===== config.mk =====
export PLATFORM = sky130hd
export DESIGN_NAME = key_wdt_top
export DESIGN_NICKNAME = d
export VERILOG_FILES = /design/src/rtl/key_wdt_pkg.sv /design/src/rtl/key_wdt_keyreg.sv /design/src/rtl/key_wdt_sync.sv /design/src/rtl/key_wdt_counter.sv /design/src/rtl/key_wdt_top.sv
export SDC_FILE = /design/constraint.sdc
export NUM_CORES = 1
export LEC_CHECK = 0
export BUFFER_PORTS_ARGS = -buffer_cell sky130_fd_sc_hd__clkbuf_2
export CAP_MARGIN = 10
export CORE_UTILIZATION = 46
export DETAILED_ROUTE_END_ITERATION = 7
export PLACE_DENSITY_LB_ADDON = 0.1
export SYNTH_ARGS = -nofsm -noshare
export SYNTH_HDL_FRONTEND = slang
export SYNTH_SLANG_ARGS = --single-unit

===== constraint.sdc =====
create_clock -name clk_i -period 3 [get_ports clk_i]
set_clock_uncertainty 0.05 [all_clocks]
set_input_delay 0.3 -clock clk_i [delete_from_list [all_inputs] [get_ports clk_i]]
set_output_delay 0.3 -clock clk_i [all_outputs]
set_load 0.03 [all_outputs]

===== src/rtl/key_wdt_pkg.sv =====
// Package key_wdt_pkg
// Shared constants for the key-protected watchdog: key codes, field widths,
// register word indices and the divider decode.
// Assumes keys sit in bits 15:0 of a control write.
package key_wdt_pkg;
    localparam int KEY_W     = 16;
    localparam int PSC_W     = 3;
    localparam int CNT_W     = 12;
    localparam int PDIV_W    = 8;
    localparam logic [KEY_W-1:0] KEY_UNLOCK  = 16'h5555;
    localparam logic [KEY_W-1:0] KEY_REFRESH = 16'hAAAA;
    localparam logic [KEY_W-1:0] KEY_START   = 16'hCCCC;

    typedef enum logic [1:0] {
        REG_CTL  = 2'd0,
        REG_PSC  = 2'd1,
        REG_RLD  = 2'd2,
        REG_STAT = 2'd3
    } reg_sel_e;

    // Returns divider-1 for a code: 4 << code, saturating at 256
    function automatic logic [PDIV_W-1:0] div_m1(input logic [PSC_W-1:0] code);
        logic [PSC_W-1:0] sh;
        logic [PDIV_W:0]  full;
        sh   = (code > 3'd6) ? 3'd6 : code;
        full = (9'd4 << sh) - 9'd1;
        return full[PDIV_W-1:0];
    endfunction
endpackage


===== src/rtl/key_wdt_keyreg.sv =====
// Module key_wdt_keyreg
// Decodes bus writes: control keys (unlock, refresh, start), write-protected
// divider/reload shadow registers, and the combinational read mux.
// Assumes one-cycle write strobes; only byte lanes 1:0 carry meaningful data.
module key_wdt_keyreg #(
    parameter int PSC_W     = 3,
    parameter int CNT_W     = 12,
    parameter int KEY_W     = 16,
    parameter logic [CNT_W-1:0] RLD_RESET = '1
) (
    input  logic             clk_i,
    input  logic             rst_ni,
    input  logic             bus_valid_i,
    input  logic             bus_write_i,
    input  logic [3:0]       bus_addr_i,
    input  logic [3:0]       bus_be_i,
    input  logic [31:0]      bus_wdata_i,
    output logic [31:0]      bus_rdata_o,
    input  logic             psc_busy_i,
    input  logic             rld_busy_i,
    output logic             start_o,
    output logic             refresh_o,
    output logic             psc_load_o,
    output logic             rld_load_o,
    output logic [PSC_W-1:0] psc_shadow_o,
    output logic [CNT_W-1:0] rld_shadow_o
);
    import key_wdt_pkg::*;

    logic             wr_lo;
    logic             ctl_wr;
    logic [KEY_W-1:0] key;
    reg_sel_e         sel;
    logic             unlock_q;
    logic [PSC_W-1:0] psc_q;
    logic [CNT_W-1:0] rld_q;
    logic             unused_bits;

    assign unused_bits = ^{bus_wdata_i[31:KEY_W], bus_addr_i[1:0], bus_be_i[3:2]};

    // Decode a write that covers the low half-word
    always_comb begin
        sel        = reg_sel_e'(bus_addr_i[3:2]);
        wr_lo      = bus_valid_i && bus_write_i && (bus_be_i[1:0] == 2'b11);
        key        = bus_wdata_i[KEY_W-1:0];
        ctl_wr     = wr_lo && (sel == REG_CTL);
        start_o    = ctl_wr && (key == KEY_START);
        refresh_o  = ctl_wr && (key == KEY_REFRESH);
        psc_load_o = wr_lo && (sel == REG_PSC) && unlock_q;
        rld_load_o = wr_lo && (sel == REG_RLD) && unlock_q;
    end

    // Lock state follows the last control key written
    always_ff @(posedge clk_i) begin
        if (!rst_ni)     unlock_q <= 1'b0;
        else if (ctl_wr) unlock_q <= (key == KEY_UNLOCK);
    end

    // Shadow registers capture accepted configuration writes
    always_ff @(posedge clk_i) begin
        if (!rst_ni) begin
            psc_q <= '0;
            rld_q <= RLD_RESET;
        end else begin
            if (psc_load_o) psc_q <= bus_wdata_i[PSC_W-1:0];
            if (rld_load_o) rld_q <= bus_wdata_i[CNT_W-1:0];
        end
    end

    // Read mux; control register reads as zero
    always_comb begin
        bus_rdata_o = '0;
        case (sel)
            REG_PSC:  bus_rdata_o[PSC_W-1:0] = psc_q;
            REG_RLD:  bus_rdata_o[CNT_W-1:0] = rld_q;
            REG_STAT: bus_rdata_o[1:0]       = {rld_busy_i, psc_busy_i};
            default:  bus_rdata_o = '0;
        endcase
    end

    assign psc_shadow_o = psc_q;
    assign rld_shadow_o = rld_q;

    assert_locked_psc_R2: assert property (@(posedge clk_i) disable iff (!rst_ni)
        (wr_lo && sel == REG_PSC && !unlock_q) |=> $stable(psc_q));
    assert_locked_rld_R2: assert property (@(posedge clk_i) disable iff (!rst_ni)
        (wr_lo && sel == REG_RLD && !unlock_q) |=> $stable(rld_q));
    assert_relock_R3: assert property (@(posedge clk_i) disable iff (!rst_ni)
        (ctl_wr && key != KEY_UNLOCK) |=> !unlock_q);
    assert_upper_only_R11: assert property (@(posedge clk_i) disable iff (!rst_ni)
        (bus_valid_i && bus_write_i && bus_be_i[1:0] == 2'b00)
            |=> ($stable(psc_q) && $stable(rld_q) && $stable(unlock_q)));
endmodule


===== src/rtl/key_wdt_sync.sv =====
// Module key_wdt_sync
// Carries a configuration value into the counting logic. A load sets busy;
// the value becomes active on the SYNC_TICKS-th slow tick after the load.
// Assumes data_i holds steady while busy unless a fresh load restarts it.
module key_wdt_sync #(
    parameter int W          = 12,
    parameter int SYNC_TICKS = 3,
    parameter logic [W-1:0] RESET_VAL = '0
) (
    input  logic         clk_i,
    input  logic         rst_ni,
    input  logic         load_i,
    input  logic [W-1:0] data_i,
    input  logic         tick_i,
    output logic         busy_o,
    output logic [W-1:0] active_o
);
    localparam int SC_W = $clog2(SYNC_TICKS + 1);

    logic [SC_W-1:0] cnt_q;

    // Count ticks since the load and transfer the value on the last one
    always_ff @(posedge clk_i) begin
        if (!rst_ni) begin
            busy_o   <= 1'b0;
            cnt_q    <= '0;
            active_o <= RESET_VAL;
        end else if (load_i) begin
            busy_o <= 1'b1;
            cnt_q  <= '0;
        end else if (busy_o && tick_i) begin
            if (cnt_q == SC_W'(SYNC_TICKS - 1)) begin
                busy_o   <= 1'b0;
                active_o <= data_i;
            end else begin
                cnt_q <= cnt_q + 1'b1;
            end
        end
    end

    assert_busy_set_R4: assert property (@(posedge clk_i) disable iff (!rst_ni)
        load_i |=> busy_o);
    assert_active_hold_R12: assert property (@(posedge clk_i) disable iff (!rst_ni)
        (active_o != $past(active_o)) |-> ($past(busy_o) && !busy_o));
endmodule


===== src/rtl/key_wdt_counter.sv =====
// Module key_wdt_counter
// Prescaler and down-counter. Runs once started; a refresh reloads the counter
// and restarts the prescaler; the 1->0 step raises a one-clock request and
// reloads. Assumes start and refresh never arrive in the same cycle.
module key_wdt_counter #(
    parameter int PSC_W  = 3,
    parameter int CNT_W  = 12,
    parameter int PDIV_W = 8
) (
    input  logic             clk_i,
    input  logic             rst_ni,
    input  logic             tick_i,
    input  logic             start_i,
    input  logic             refresh_i,
    input  logic [PSC_W-1:0] div_code_i,
    input  logic [CNT_W-1:0] reload_i,
    output logic             expire_o
);
    import key_wdt_pkg::*;

    logic              running_q;
    logic [PDIV_W-1:0] pdown_q;
    logic [CNT_W-1:0]  cnt_q;
    logic [PDIV_W-1:0] period_m1;

    assign period_m1 = div_m1(div_code_i);

    // Run flag is set by the start key and cleared only by reset
    always_ff @(posedge clk_i) begin
        if (!rst_ni)      running_q <= 1'b0;
        else if (start_i) running_q <= 1'b1;
    end

    // Prescaler, down-counter and expiry pulse
    always_ff @(posedge clk_i) begin
        if (!rst_ni) begin
            pdown_q  <= div_m1('0);
            cnt_q    <= '1;
            expire_o <= 1'b0;
        end else begin
            expire_o <= 1'b0;
            if (refresh_i) begin
                cnt_q   <= reload_i;
                pdown_q <= period_m1;
            end else if (start_i && !running_q) begin
                pdown_q <= period_m1;
            end else if (running_q && tick_i) begin
                if (pdown_q == '0) begin
                    pdown_q <= period_m1;
                    if (cnt_q <= CNT_W'(1)) begin
                        cnt_q    <= reload_i;
                        expire_o <= 1'b1;
                    end else begin
                        cnt_q <= cnt_q - 1'b1;
                    end
                end else begin
                    pdown_q <= pdown_q - 1'b1;
                end
            end
        end
    end

    assert_pulse_single_R6: assert property (@(posedge clk_i) disable iff (!rst_ni)
        expire_o |=> !expire_o);
    assert_idle_quiet_R5: assert property (@(posedge clk_i) disable iff (!rst_ni)
        !running_q |=> !expire_o);
    assert_run_sticky_R10: assert property (@(posedge clk_i) disable iff (!rst_ni)
        running_q |=> running_q);
    assert_refresh_load_R9: assert property (@(posedge clk_i) disable iff (!rst_ni)
        refresh_i |=> (cnt_q == $past(reload_i) && !expire_o));
endmodule


===== src/rtl/key_wdt_top.sv =====
// Module key_wdt_top
// Key-protected watchdog: bus key/register decode, two update synchronisers
// (divider and reload) and the prescaled down-counter.
// Assumes slow_tick_i is a one-clock pulse in the clk_i domain.
module key_wdt_top #(
    parameter int SYNC_TICKS = 3
) (
    input  logic        clk_i,
    input  logic        rst_ni,
    input  logic        bus_valid_i,
    input  logic        bus_write_i,
    input  logic [3:0]  bus_addr_i,
    input  logic [3:0]  bus_be_i,
    input  logic [31:0] bus_wdata_i,
    output logic [31:0] bus_rdata_o,
    input  logic        slow_tick_i,
    output logic        wdt_rst_req_o
);
    import key_wdt_pkg::*;

    localparam logic [CNT_W-1:0] RLD_RESET = '1;

    logic             start, refresh, psc_load, rld_load;
    logic             psc_busy, rld_busy;
    logic [PSC_W-1:0] psc_shadow, psc_active;
    logic [CNT_W-1:0] rld_shadow, rld_active;

    key_wdt_keyreg #(
        .PSC_W(PSC_W), .CNT_W(CNT_W), .KEY_W(KEY_W), .RLD_RESET(RLD_RESET)
    ) keyreg_i (
        .clk_i(clk_i), .rst_ni(rst_ni),
        .bus_valid_i(bus_valid_i), .bus_write_i(bus_write_i),
        .bus_addr_i(bus_addr_i), .bus_be_i(bus_be_i),
        .bus_wdata_i(bus_wdata_i), .bus_rdata_o(bus_rdata_o),
        .psc_busy_i(psc_busy), .rld_busy_i(rld_busy),
        .start_o(start), .refresh_o(refresh),
        .psc_load_o(psc_load), .rld_load_o(rld_load),
        .psc_shadow_o(psc_shadow), .rld_shadow_o(rld_shadow)
    );

    key_wdt_sync #(.W(PSC_W), .SYNC_TICKS(SYNC_TICKS), .RESET_VAL('0)) psc_sync_i (
        .clk_i(clk_i), .rst_ni(rst_ni), .load_i(psc_load), .data_i(psc_shadow),
        .tick_i(slow_tick_i), .busy_o(psc_busy), .active_o(psc_active)
    );

    key_wdt_sync #(.W(CNT_W), .SYNC_TICKS(SYNC_TICKS), .RESET_VAL(RLD_RESET)) rld_sync_i (
        .clk_i(clk_i), .rst_ni(rst_ni), .load_i(rld_load), .data_i(rld_shadow),
        .tick_i(slow_tick_i), .busy_o(rld_busy), .active_o(rld_active)
    );

    key_wdt_counter #(.PSC_W(PSC_W), .CNT_W(CNT_W), .PDIV_W(PDIV_W)) counter_i (
        .clk_i(clk_i), .rst_ni(rst_ni), .tick_i(slow_tick_i),
        .start_i(start), .refresh_i(refresh),
        .div_code_i(psc_active), .reload_i(rld_active),
        .expire_o(wdt_rst_req_o)
    );
endmodule


Yosys cells after proc, flatten, opt, wreduce, memory -nomap -nowiden
Index checks and enable logic that the tools add are counted.
- output and inout bits: 33
- word-level logic and storage cells: 91
- bits of input ports: 45
- register bits after elaboration: 59
- reduce and logical (&&, ||, !) cells: 33
- $lt $le $gt $ge: 2
- bitwise operators: 7
- eq/ne operators: 10
- $add $sub $neg: 5
- shifts and indexed selects: 1
- multiplexer cells: 20
- operators by type and width (operator ; count):
    12-bit two-way mux ; 5
    16-bit == test, second input constant ; 2
    8-bit two-way mux ; 4
    16-bit by 15-bit == test with 1-bit output, second input constant ; 1
    8-bit by 1-bit subtractor with 8-bit output, second input constant ; 2
    1-bit logical AND ; 13
    12-bit by 1-bit less-or-equal comparator with 1-bit output, second input constant ; 1
    2-bit nonzero test ; 6
    12-bit by 1-bit subtractor with 12-bit output, second input constant ; 1
    2-bit == test, second input constant ; 5
    9-bit two-way mux ; 1
    3-bit AND reduction ; 3
    8-bit logical NOT ; 1
    2-bit AND reduction ; 4
    3-bit by 3-bit left shift with 8-bit output, first input constant ; 1
    1-bit two-way mux ; 7
    1-bit inverter ; 7
    2-bit case mux with 3 select lines ; 1
    5-bit OR reduction ; 1
    2-bit by 1-bit adder with 2-bit output, second input constant ; 2
    2-bit OR reduction ; 2
    3-bit > comparator, second input constant ; 1
    3-bit two-way mux ; 1
    3-bit nonzero test ; 1
    5 further kinds ; 5

Logic depth before layout (Yosys ltp)
- depth in word-level cells: 8
- depth in mapped cells: 9
- depth with buffers taken out: 7

Modules after synthesis
A second synthesis with hierarchy kept.
- cells, all modules: 414
- area, all modules: 3582.2 um^2
- by module, submodules not included (module ; times used ; sequential area each (um^2) ; area each (um^2) ; cells each):
    key_wdt_counter ; 1 ; 440.4 ; 1478.9 ; 184
    key_wdt_keyreg ; 1 ; 320.3 ; 1112.3 ; 134
    key_wdt_sync at rld_sync_i ; 1 ; 300.3 ; 706.9 ; 67
    key_wdt_sync at psc_sync_i ; 1 ; 120.1 ; 284.0 ; 29

Worst setup path after synthesis
OpenSTA, ideal clock, no wires.
- path kind: register to register
- start: register counter_i.cnt_q[7]
- end: register counter_i.cnt_q[2]
- data arrival time: 2.010 ns
- path slack: 0.820 ns
- stages on the path, launching flop included: 7
- setup time: 0.120 ns
- cell sequence: dfxtp_1 > or4_4 > buf_6 > or4_4 > a31oi_1 > a311oi_1 > a211o_1
- cells in the longest elaborated chain, start to end: 6
- RTL lines (item ; line ; source):
    from (decl) ; key_wdt_counter.sv:23 ; logic [CNT_W-1:0] cnt_q;
    from (signal assigned) ; key_wdt_counter.sv:43 ; cnt_q <= reload_i;
    from (signal assigned) ; key_wdt_counter.sv:51 ; cnt_q <= reload_i;
    from (signal assigned) ; key_wdt_counter.sv:54 ; cnt_q <= cnt_q - 1'b1;
    12-bit by 1-bit less-or-equal comparator with 1-bit output ; key_wdt_counter.sv:50 ; if (cnt_q <= CNT_W'(1)) begin
    12-bit two-way mux ; key_wdt_counter.sv:50 ;
    12-bit two-way mux ; key_wdt_counter.sv:48 ; if (pdown_q == '0) begin
    12-bit two-way mux ; key_wdt_counter.sv:47 ; end else if (running_q && tick_i) begin
    12-bit two-way mux ; key_wdt_counter.sv:45 ; end else if (start_i && !running_q) begin
    12-bit two-way mux ; key_wdt_counter.sv:42 ; if (refresh_i) begin
Every way passes these cells. The select of a mux whose other input is x is not followed.
A chain may end at the register's enable or synchronous reset.

Worst setup path after layout
- start: register counter_i.cnt_q[7]
- end: register counter_i.cnt_q[9]
- cells in the longest elaborated chain, start to end: 6
- elaborated cells between the ends (all ways): 7
- classes of those cells: 1 x add/sub; 1 x order compare; 5 x mux
- RTL lines (item ; line):
    12-bit by 1-bit subtractor with 12-bit output or 12-bit by 1-bit less-or-equal comparator with 1-bit output (tied branches) ; key_wdt_counter.sv:54, key_wdt_counter.sv:50
    12-bit two-way mux (*) ; key_wdt_counter.sv:50
    12-bit two-way mux (*) ; key_wdt_counter.sv:48
    12-bit two-way mux (*) ; key_wdt_counter.sv:47
    12-bit two-way mux (*) ; key_wdt_counter.sv:45
    12-bit two-way mux (*) ; key_wdt_counter.sv:42
Every way passes the cells marked *; elsewhere a longest branch is shown, timed or not. The select of a mux whose other input is x is not followed.

==> qor.log <==
INFO  status         outcome=completed
INFO  layout         area_growth=12.7%
INFO  clocking       tritoncts=built
INFO  clocking       number_of_buffers_inserted_for_hold_repair_after_clock_tree_synthesis=0
INFO  logic_synthesis yosysSeqAreaShare=37.1%
INFO  global_route   use_met3=4.09%
INFO  global_route   groute.usage.overall=21.5%
INFO  sta            tightestPinTransition=0.646ns
INFO  logic_synthesis synth.area.top_cells=dfxtp_1 37%, nand2_1 8.1%, nand3_1 5.4%, buf_4 5.0%, ha_1 4.3%
INFO  clocking       cts.clk_slew.worst_paths=0.07ns
INFO  layout         layout_cells_sized_above_1=15.9%
INFO  setup_path     critPathMaxStageDelay=0.61ns
INFO  setup_path     cell_by_cell_trace_of_the_critical_path=or4_4, or4_4, o22ai_1, buf_4, a32oi_1, nand3_1
INFO  sta            fin_tns_setup=0ns
INFO  setup_path     critPathKind=flip-flop to flip-flop
INFO  layout         final_util=55.2%
INFO  logic_synthesis synth_top_area_share=37.1%
INFO  sta            period_minus_slack=2.36ns
INFO  power_and_ir_drop power-per-cell-area=483mW/mm^2
INFO  logic_synthesis synth.cell_area=0.00318sqmm
INFO  clocking       htree_num_levels=3
INFO  power_and_ir_drop p_leak=1.55nW
INFO  global_route   number_of_antenna_violations_at_the_first_check_in_global_routing=0
INFO  clocking       postCtsSetupBuffers=0
INFO  die            ios=78
INFO  sta            postLayoutSetupSlackWorst=0.644ns
INFO  clocking       max-clock-path-buffers=2
INFO  global_route   grt_max_degree=42
INFO  layout         stdcell_area=0.00358sqmm
INFO  die            placement_rows=29
INFO  place          io_buffer_count=37
INFO  job            cap_viol_max_count=0
INFO  logic_synthesis synth_enable_flop_cells=0
INFO  global_route   met1_global_route_usage=29.8%
INFO  die            fp.coreArea=0.00649sqmm
INFO  place          gp_congestion=0.847
INFO  clocking       clock_sinks=59
INFO  clocking       post_cts.resized_instances=0
INFO  setup_path     cpMostUsedCell=or4_4
INFO  setup_path     ff_to_ff_start=counter_i.cnt_q[7]
INFO  drt            detailedRoute.firstPassIterationCount=4
INFO  clocking       clock_tree.root_cell=clkbuf_8
INFO  setup_path     crit_path_end_kind=flip-flop
INFO  global_route   layer_with_the_highest_usage=met2
INFO  layout         n_antenna_cell=0
INFO  sta            grt_setup_unrepaired=false
INFO  setup_path     arrival=2.58ns
INFO  setup_path     worst-path-max-fanout=9
INFO  setup_path     r2r_slack=0.64ns
INFO  sta            hold_viol=0
INFO  min_path       min_delay_startpoint=bus_wdata_i[11]
INFO  sta            final-max-slew-violation-count=0
INFO  logic_synthesis syn_avg_cell_area=7.97squm
INFO  sta            final_min_period_over_clock_period=78.5%
INFO  setup_path     worst_r2r_endpoint=counter_i.cnt_q[9]
INFO  logic_synthesis yosysTopAreaCell=dfxtp_1
INFO  global_route   grt.overflow.total=0
INFO  setup_path     critical_path_slowest_stage_cell=or4_4
INFO  logic_synthesis synthesis.instances=399
INFO  logic_synthesis most_common_flop_cell_mapped_by_yosys=dfxtp_1
INFO  layout         layout_common_cells=69 x nand2_1, 59 x dfxtp_1, 37 x clkbuf_2
INFO  drt            total_vias_in_the_final_route=2,858
INFO  drt            avgViaCountPerCell=5.53
INFO  sta            fmax=424MHz
INFO  global_route   grt_use_met2=33.7%
INFO  power_and_ir_drop vdd_ir_drop_max=0.273mV
INFO  layout         layoutNonFillerInstCount=517
INFO  clocking       cts-buffers-inserted=9
INFO  die            floorplan.die_area=0.00725sqmm
INFO  drt            drc=0
INFO  drt            route.detailed.wl_per_inst=14.0microns
INFO  place          post-dp-hpwl=5120microns
INFO  drt            drt-initial-drc-count=167
INFO  place          post-place-ws=0.647ns
INFO  global_route   vias_in_the_first_global_route=2,627
INFO  logic_synthesis async_set_reset_flop_share_out_of_synthesis=0%
INFO  layout         final_common_cell=nand2_1
INFO  layout         finish.net_count=491
INFO  sta            slew-limit-headroom=56.7%
INFO  place          detailed_place.area=0.00336sqmm
INFO  die            die_h=85.2microns
INFO  sta            holdWs=0.163ns
INFO  sta            report.final.setup_viol=0
INFO  drt            postRouteAntennaNets=0
INFO  setup_path     startpoint_type=flip-flop
INFO  global_route   global_route_wire_length_before_repair=12,400microns
INFO  logic_synthesis ys_types=56
INFO  power_and_ir_drop design_power_total=1.73mW
INFO  die            die_width=85.2microns
INFO  min_path       classification_of_the_worst_slack_hold_path=primary input to flip-flop
INFO  logic_synthesis ys_warn_count=0
INFO  setup_path     critPathRequiredTime=3.22ns
INFO  setup_path     ff2ff_path_depth=6
INFO  die            start_util=49.0%
INFO  min_path       worst_hold_path.endpoint=keyreg_i.rld_shadow_o[11]
INFO  drt            routed_wirelength=7220microns
INFO  clocking       skew_pair_late_insertion_delay=0.33ns
INFO  place          placed_cells_incl_taps=501
INFO  min_path       hold_path_depth=3
INFO  logic_synthesis yosys_register_bits=59
## final cells by class
type	instances	area, sq um
clock buffer	11	151
clock inverter	5	75.1
fill	628	2910
inverter	12	45.0
multi-input combinational	309	1800
sequential	59	1180
tap	77	96.3
timing repair buffer	44	238
## per-layer routing
| layer | up-vias | wire (microns) |
|---|---|---|
| met4 | 0 | 70 |
| met5 | - | 0 |
| met3 | 7 | 345 |
| met2 | 91 | 3210 |
| met1 | 1305 | 3590 |
| li1 | 1455 | - |
## cells by family (layout without fill, tap and decap cells)
family | Yosys count | count (layout) | share of synthesized area (%)
other | 1 | 20 | 0.118
buffers and inverters | 50 | 72 | 8.62
xor gates and xnor gates | 3 | 3 | 0.826
AOI/OAI and AO/OA | 66 | 66 | 14.0
and+or+nand+nor | 201 | 201 | 32.5
adders and majority gates | 11 | 11 | 4.33
DFF | 59 | 59 | 37.1
muxes | 8 | 8 | 2.56
## power by group
part           total [mW]  internal (mW)  switching (mW)
clock network       0.827          0.509           0.318
logic               0.122         0.0308          0.0911
registers           0.783          0.783     0.000000179
## sequential cells by signal (all words and copies together) (netlist names)
| register | flops |
|---|---|
| counter_i.cnt_q | 12 |
| keyreg_i.rld_shadow_o | 12 |
| rld_sync_i.active_o | 12 |
| counter_i.pdown_q | 8 |
| keyreg_i.psc_shadow_o | 3 |
| psc_sync_i.active_o | 3 |
| psc_sync_i.cnt_q | 2 |
| rld_sync_i.cnt_q | 2 |
| counter_i.expire_o | 1 |
| counter_i.running_q | 1 |
| keyreg_i.unlock_q | 1 |
| psc_sync_i.busy_o | 1 |
| rld_sync_i.busy_o | 1 |
## worst max-delay path by stage
stage,from,endpoint,slack (ns),cells past startpoint
global placement,counter_i.cnt_q[7],counter_i.cnt_q[9],0.67,6
global route,counter_i.cnt_q[7],counter_i.cnt_q[9],0.54,6
detailed placement,counter_i.cnt_q[7],counter_i.cnt_q[9],0.65,6
floorplan,counter_i.cnt_q[7],counter_i.cnt_q[2],0.82,6
finish,counter_i.cnt_q[7],counter_i.cnt_q[9],0.64,6
CTS,counter_i.cnt_q[7],counter_i.cnt_q[9],0.64,6
## Yosys cell counts (all sizes together) (3+ instances only)
master   n
o31a     3
dfxtp   59
o211ai   3
o31ai    3
nor2    33
nor3     7
xnor2    3
nand3   34
and2    10
or4      6
nor2b    3
o21ai   12
inv     11
a211oi   4
nor4bb   6
buf     22
mux2i    7
nand2   69
a21oi   20
or3      6
ha      11
nand4    7
clkbuf  16
nor4     4
## critical path: cells and delay by family, from the launching register on
family	cells	cell delay, ns
AO/OA/AOI/OAI	2	0.39
buffers and inverters	1	0.23
flip-flops	1	0.32
AND/OR/NAND/NOR	3	1.31
No activity file was read; power rests on OpenSTA's default activity.
